==> src/rtl/stat_pkg.sv <==
package stat_pkg;
  localparam int BYTE_W  = 8;
  localparam int FIELD_W = BYTE_W - 1;
  localparam int SHORT_W = 4;
  localparam int ADDR_W  = 5;

  typedef enum logic [2:0] {
    OFS_ERR   = 3'd0,
    OFS_UV    = 3'd1,
    OFS_USTEP = 3'd2,
    OFS_BEMF  = 3'd3,
    OFS_SPEED = 3'd4,
    OFS_SLOSS = 3'd5,
    OFS_XSLOT = 3'd6,
    OFS_YSLOT = 3'd7
  } ofs_e;

  function automatic logic [BYTE_W-1:0] with_par(input logic [FIELD_W-1:0] d);
    return {~^d, d};
  endfunction
endpackage

==> src/rtl/stat_frame_chk.sv <==
module stat_frame_chk #(
  parameter int FRAME_LEN = 16
) (
  input  logic clk,
  input  logic rst_n,
  input  logic cs_n,
  input  logic sclk,
  output logic frame_err
);
  localparam int CNT_W = (FRAME_LEN > 2) ? $clog2(FRAME_LEN) : 1;
  localparam logic [CNT_W-1:0] LAST = CNT_W'(FRAME_LEN - 1);

  logic             cs_q, sclk_q;
  logic [CNT_W-1:0] cnt;
  logic             rise;

  assign rise = sclk & ~sclk_q;

  always_ff @(posedge clk or negedge rst_n) begin
    if (!rst_n) begin
      cs_q   <= 1'b1;
      sclk_q <= 1'b0;
      cnt    <= '0;
    end else begin
      cs_q   <= cs_n;
      sclk_q <= sclk;
      if (cs_n)
        cnt <= '0;
      else if (rise)
        cnt <= (cnt == LAST) ? '0 : cnt + 1'b1;
    end
  end

  assign frame_err = cs_n & ~cs_q & (cnt != '0);
endmodule

==> src/rtl/stat_flag_latch.sv <==
module stat_flag_latch #(
  parameter int           W       = 1,
  parameter logic [W-1:0] RST_VAL = '0
) (
  input  logic         clk,
  input  logic         rst_n,
  input  logic [W-1:0] set,
  input  logic         clr,
  output logic [W-1:0] q
);
  always_ff @(posedge clk or negedge rst_n) begin
    if (!rst_n) q <= RST_VAL;
    else        q <= (q & ~{W{clr}}) | set;
  end
endmodule

==> src/rtl/stat_resp_port.sv <==
module stat_resp_port #(
  parameter int W = 8
) (
  input  logic         clk,
  input  logic         rst_n,
  input  logic         req_valid,
  output logic         req_ready,
  input  logic [W-1:0] rd_byte,
  output logic         accept,
  output logic         resp_valid,
  input  logic         resp_ready,
  output logic [W-1:0] resp_data
);
  assign req_ready = ~resp_valid | resp_ready;
  assign accept    = req_valid & req_ready;

  always_ff @(posedge clk or negedge rst_n) begin
    if (!rst_n) begin
      resp_valid <= 1'b0;
      resp_data  <= '0;
    end else if (accept) begin
      resp_valid <= 1'b1;
      resp_data  <= rd_byte;
    end else if (resp_ready) begin
      resp_valid <= 1'b0;
    end
  end
endmodule

==> src/rtl/stat_bank.sv <==
module stat_bank
  import stat_pkg::*;
#(
  parameter int           FRAME_LEN = 16,
  parameter logic [7:0]   SPEED_RST = 8'hFF
) (
  input  logic                 clk,
  input  logic                 rst_n,
  input  logic                 cs_n,
  input  logic                 sclk,
  input  logic                 ev_thermal_sd,
  input  logic                 thermal_warn,
  input  logic                 ev_stall,
  input  logic [SHORT_W-1:0]   short_x,
  input  logic [SHORT_W-1:0]   short_y,
  input  logic                 open_x,
  input  logic                 open_y,
  input  logic                 uv1_lvl,
  input  logic                 uv2_lvl,
  input  logic                 uv3_lvl,
  input  logic                 step_pulse,
  input  logic                 bemf_ready,
  input  logic [FIELD_W-1:0]   bemf_value,
  input  logic [FIELD_W-1:0]   ustep_pos,
  input  logic [BYTE_W-1:0]    speed_in,
  input  logic                 sl_load,
  input  logic [FIELD_W-1:0]   sl_value,
  input  logic [FIELD_W-1:0]   pwm_x,
  input  logic [FIELD_W-1:0]   pwm_y,
  input  logic                 pin_step0,
  input  logic                 pin_step1,
  input  logic                 pin_rhb,
  input  logic                 pin_dir,
  input  logic                 req_valid,
  output logic                 req_ready,
  input  logic [ADDR_W-1:0]    req_addr,
  output logic                 resp_valid,
  input  logic                 resp_ready,
  output logic [BYTE_W-1:0]    resp_data
);
  localparam int AX_W = SHORT_W + 1;

  logic        accept, frame_err, mapped;
  ofs_e        ofs;
  logic [BYTE_W-1:0] rd_byte;

  assign mapped = req_addr[3];
  assign ofs    = ofs_e'(req_addr[2:0]);

  stat_frame_chk #(.FRAME_LEN(FRAME_LEN)) u_frame (
    .clk(clk), .rst_n(rst_n), .cs_n(cs_n), .sclk(sclk), .frame_err(frame_err)
  );

  // error flags: {frame, thermal shutdown, stall, hard reset}
  logic [3:0] err_q;
  stat_flag_latch #(.W(4), .RST_VAL(4'b0001)) u_err (
    .clk(clk), .rst_n(rst_n),
    .set({frame_err, ev_thermal_sd, ev_stall, 1'b0}),
    .clr(accept & mapped & (ofs == OFS_ERR)),
    .q(err_q)
  );

  // undervoltage flags: {uv1, uv2, uv2 motion, uv3, uv3 motion}
  logic [4:0] uv_q;
  stat_flag_latch #(.W(5), .RST_VAL(5'b11010)) u_uv (
    .clk(clk), .rst_n(rst_n),
    .set({uv1_lvl, uv2_lvl, uv2_lvl & step_pulse, uv3_lvl, uv3_lvl & step_pulse}),
    .clr(accept & mapped & (ofs == OFS_UV)),
    .q(uv_q)
  );

  // per-axis flags: {open, shorts}
  logic [1:0][AX_W-1:0] ax_set, ax_q;
  logic [1:0]           ax_clr;
  assign ax_set[0] = {open_x, short_x};
  assign ax_set[1] = {open_y, short_y};

  for (genvar g = 0; g < 2; g++) begin : g_axis
    assign ax_clr[g] = accept & (req_addr == {1'b1, 1'b1, 2'b11, g[0]});
    stat_flag_latch #(.W(AX_W), .RST_VAL('0)) u_ax (
      .clk(clk), .rst_n(rst_n), .set(ax_set[g]), .clr(ax_clr[g]), .q(ax_q[g])
    );
  end

  logic [FIELD_W-1:0] sl_q;
  logic [BYTE_W-1:0]  speed_q;
  always_ff @(posedge clk or negedge rst_n) begin
    if (!rst_n) begin
      sl_q    <= '0;
      speed_q <= SPEED_RST;
    end else begin
      speed_q <= speed_in;
      if (sl_load)
        sl_q <= sl_value;
      else if (accept & mapped & (ofs == OFS_SLOSS))
        sl_q <= '0;
    end
  end

  logic [FIELD_W-1:0] err_field;
  assign err_field = {err_q[3],
                      |{ax_q[1][SHORT_W-1:0], ax_q[0][SHORT_W-1:0]},
                      ax_q[1][SHORT_W] | ax_q[0][SHORT_W],
                      err_q[2], thermal_warn, err_q[1], err_q[0]};

  always_comb begin
    rd_byte = '0;
    if (mapped) begin
      unique case (ofs)
        OFS_ERR:   rd_byte = with_par(err_field);
        OFS_UV:    rd_byte = with_par({|err_field, bemf_ready, uv_q});
        OFS_USTEP: rd_byte = with_par(ustep_pos);
        OFS_BEMF:  rd_byte = with_par(bemf_value);
        OFS_SPEED: rd_byte = speed_q;
        OFS_SLOSS: rd_byte = with_par(sl_q);
        OFS_XSLOT: rd_byte = req_addr[4]
                     ? with_par({ax_q[0][SHORT_W], pin_step0, pin_step1, ax_q[0][SHORT_W-1:0]})
                     : with_par(pwm_x);
        OFS_YSLOT: rd_byte = req_addr[4]
                     ? with_par({ax_q[1][SHORT_W], pin_rhb, pin_dir, ax_q[1][SHORT_W-1:0]})
                     : with_par(pwm_y);
        default:   rd_byte = '0;
      endcase
    end
  end

  stat_resp_port #(.W(BYTE_W)) u_port (
    .clk(clk), .rst_n(rst_n), .req_valid(req_valid), .req_ready(req_ready),
    .rd_byte(rd_byte), .accept(accept), .resp_valid(resp_valid),
    .resp_ready(resp_ready), .resp_data(resp_data)
  );
endmodule

==> config.mk <==
export PLATFORM = sky130hd
export DESIGN_NAME = stat_bank
export DESIGN_NICKNAME = d
export VERILOG_FILES = /design/src/rtl/stat_pkg.sv /design/src/rtl/stat_frame_chk.sv /design/src/rtl/stat_flag_latch.sv /design/src/rtl/stat_resp_port.sv /design/src/rtl/stat_bank.sv
export SDC_FILE = /design/constraint.sdc
export NUM_CORES = 1
export LEC_CHECK = 0
export ABC_AREA = 1
export BUFFER_PORTS_ARGS = -buffer_cell sky130_fd_sc_hd__buf_2
export CORE_AREA = 2 2 82 84
export DETAILED_ROUTE_END_ITERATION = 12
export DIE_AREA = 0 0 84 86
export MAX_ROUTING_LAYER = met4
export PLACE_DENSITY = 0.78
export SLEW_MARGIN = 20
export SYNTH_ARGS = -nofsm -noshare
export SYNTH_HDL_FRONTEND = slang
export SYNTH_SLANG_ARGS = --single-unit
==> constraint.sdc <==
create_clock -name clk -period 2.1 [get_ports clk]
set_input_delay 0.21 -clock clk [delete_from_list [all_inputs] [get_ports clk]]
set_output_delay 0.21 -clock clk [all_outputs]
set_load 0.02 [all_outputs]
==> impl_metrics.tcl <==
set metrics [dict create \
    critPathMaxStageDelay_ns 0.39 \
    initial_core_util 0.522 \
    hold_path_end "u_frame.sclk_q$_DFF_PN0_" \
    yosysWarnings 0 \
    regToRegSetupSlack_ns 0.42 \
    gp_congestion 0.919 \
    switching_share 0.307 \
    fmax_ghz 0.595 \
    setup_ws_ns 0.420 \
    synth_edf_count 0 \
    power.density_mw_per_mm2 573 \
    min_from "sclk" \
    ff2ff_path_depth 11 \
    ys_async_sr_fraction 1.00 \
    status "finished, final reports clean" \
    final_nets 660 \
    syn2layout_area_growth_pct 23.0 \
    syn-cell-area_mm2 0.00327 \
    crit_chain "inv_1, ha_1, nand3_1, nor2_1, nand3_1, nand3_1, nand2_1, o21ai_0, inv_1, nand2_1, nand2_1" \
    finalSetupViolCount 0 \
    drt_iter0_drc 215 \
    timing.rr.start "g_axis[0].u_ax.q[2]$_DFF_PN0_" \
    ctsLongestPathBuffers 2 \
    fin_setup_tns_ns 0 \
    ys_ff_latch 49 \
    finClkSkew_ns 0.00287 \
    cts_resized 0 \
    r2r_end "u_port.resp_data[7]$_DFFE_PN0P_" \
    dp.final_hpwl_mm 6.99 \
    max-vdd-ir-drop_mv 0.329 \
    slowest_stage "dfrtp_1" \
    synth_fp_nets 557 \
    drive_gt1_frac 0.210 \
    min_path_cells 1 \
    power_uw 2310 \
    die_height_um 86 \
    coreArea_mm2 0.00628 \
    hold_viol_final 0 \
    grt_pass1_vias 3177 \
    port-buffer-count 86 \
    fin_area_mm2 0.00403 \
    crit_buf_inv 2 \
    yosysUniqueCellTypes 32 \
    globalRouteOverflowTotal 0 \
    intPower_uw 1600 \
    worstMarginPinSlew_ns 0.698 \
    hold_path_class "input port to flop" \
    crit_type "flop to flop" \
    wl_mm 8.83 \
    ys_top_cells_by_count "149 x nand2_1, 84 x inv_1, 40 x o21ai_0, 36 x dfrtp_1, 34 x nand3_1" \
    cts.clk_slew.worst_paths_ns 0.09 \
    drc 0 \
    wl_per_cell_um 13.5 \
    cp-start-kind "flop" \
    numCtsBuffers 5 \
    antennaDiodeCount 0 \
    fin_crit_sh 0.800 \
    worst-path-stages 11 \
    drv_cap 0 \
    placed_cell_area_mm2 0.00382 \
    vias_per_cell 5.22 \
    grt_pass1_wl_mm 14.2 \
    p_comb_frac 0.249 \
    pwr-share-clk 0.292 \
    grt_usage 0.255 \
    place_ws_ns 0.464 \
    syn_inst 473 \
    num_io_pins 87 \
    rsz0062_at_grt "false" \
    leakage_uw 0.00233 \
    post-synth-top-count-cell "nand2_1" \
    required_ns 2.31 \
    vias 3415 \
    fin_crit_ns 1.68 \
    cts_root_buf "clkbuf_8" \
    worstPathMaxFanout 4 \
    cp_top_family "simple AND/OR/NAND/NOR gates" \
    rows 29 \
    synthTopCellsByArea "dfrtp_1 28%, nand2_1 17%, dfstp_2 10%" \
    first_pass_iters 5 \
    synth-main-ff-cell "dfrtp_1" \
    cts.sinks 49 \
    seqPwrFrac 0.460 \
    end_kind "flop" \
    slew_headroom 0.534 \
    die_w_um 84 \
    cp.arrival_ns 1.89 \
    insertion_delay_ns 0.31 \
    grt_max_degree 31 \
    power.switching_uw 707 \
    cp-startpoint "g_axis[0].u_ax.q[2]$_DFF_PN0_" \
    seq_area_frac_synth 0.379 \
    antenna_found_initial 0 \
    final_max_slew_viol_count 0 \
    ant_nets 0 \
    synth_top_area_share 0.275 \
    fillers 571 \
    cts_tree "done" \
    avgSynthCellArea_um2 6.92 \
    htree_num_levels 2 \
    yosysTopAreaCell "dfrtp_1" \
    die_area_mm2 0.00722 \
]
[power groups by stage]
stage / logic, µW / clock network (µW) / registers [µW]
2_1_floorplan: 306 / 0 / 1090
3_3_place_gp: 537 / 0 / 1070
3_5_place_dp: 551 / 0 / 1070
4_1_cts: 568 / 692 / 1060
5_1_grt: 642 / 726 / 1070
6_report: 573 / 673 / 1060
[state kept, by name, indices dropped and copies added, names as in the netlist]
name and cells:
speed_q 8, u_uv.q 5, u_frame.cnt 4, sl_q 7
u_frame.sclk_q 1, u_port.resp_valid 1, u_frame.cs_q 1, g_axis.u_ax.q 10
u_err.q 4, u_port.resp_data 8
[worst reg2reg max path: stages (launching register included)]
cell,delay (ns)
dfrtp_1,0.39
inv_1,0.07
ha_1,0.17
nand3_1,0.07
nor2_1,0.26
nand3_1,0.15
nand3_1,0.11
nand2_1,0.05
o21ai_0,0.14
inv_1,0.06
nand2_1,0.06
nand2_1,0.04
[cell usage in the layout (no fill, tap or decap), types with 2 or more instances in the layout]
cell,Yosys,routed
a21oi_1,12,12
a221oi_1,2,2
buf_2,1,86
buf_4,0,5
clkbuf_8,0,5
dfrtp_1,36,36
dfstp_2,13,13
dlygate4sd3_1,0,10
ha_1,7,7
inv_1,84,84
inv_2,3,3
nand2_1,149,149
nand2_2,2,2
nand3_1,34,34
nand4_1,3,3
nor2_1,20,20
nor2_2,3,3
nor3_1,4,4
o211ai_1,3,3
o21ai_0,40,40
o21bai_1,14,14
o221ai_1,2,2
o22ai_1,6,6
o31ai_1,2,2
xnor2_1,12,12
xor2_1,10,10
[what timing repair did]
| action | CTS | global route |
|---|---|---|
| endpoints found under the hold margin | 28 | 1 |
| buffers inserted | 0 | 0 |
| hold buffers | 9 | 1 |
[stage by stage]
stage,cells,hold WS (ns),utilization
finish,654,0.0211,0.641
global route,654,0.00892,0.641
floorplan,473,-0.0856,-
detailed placement,636,0.295,0.608
CTS,653,0.0000513,0.640
global placement,636,0.286,0.608
[area by class of cell]
class                   instances  area [µm²]  share of cell area
clock buffers                   6        72.6              0.0180
clock inverters                 2        35.0             0.00870
inverters                      87         327              0.0811
multi-input cells             332        1690               0.419
flip-flops and latches         49        1240               0.309
well taps                      77        96.3              0.0239
repair buffers                101         568               0.141
[worst max path at each step]
stage          slack (ns)                         endpoint
2_1_floorplan        0.48    g_axis[0].u_ax.q[0]$_DFF_PN0_
3_3_place_gp         0.52  u_port.resp_data[7]$_DFFE_PN0P_
3_5_place_dp         0.46  u_port.resp_data[7]$_DFFE_PN0P_
4_1_cts              0.45  u_port.resp_data[7]$_DFFE_PN0P_
5_1_grt              0.25  u_port.resp_data[7]$_DFFE_PN0P_
6_report             0.42  u_port.resp_data[7]$_DFFE_PN0P_
[kinds of logic after synthesis]
family,share of synthesized area
and+or+nand+nor,0.275
buffers and inverters,0.106
AOI/OAI and AO/OA,0.154
DFF,0.379
xor gates and xnor gates,0.0588
adders and majority gates,0.0267
[per-layer routing]
layer  vias up  global-route usage  part of all wire
met5         -                   -                 0
met4         0              0.0953             0.026
met3        24              0.0529             0.078
met2       159               0.397              0.45
met1      1532               0.330              0.44
li1       1700                   -                 -
No activity file was read; power rests on OpenSTA's default activity.
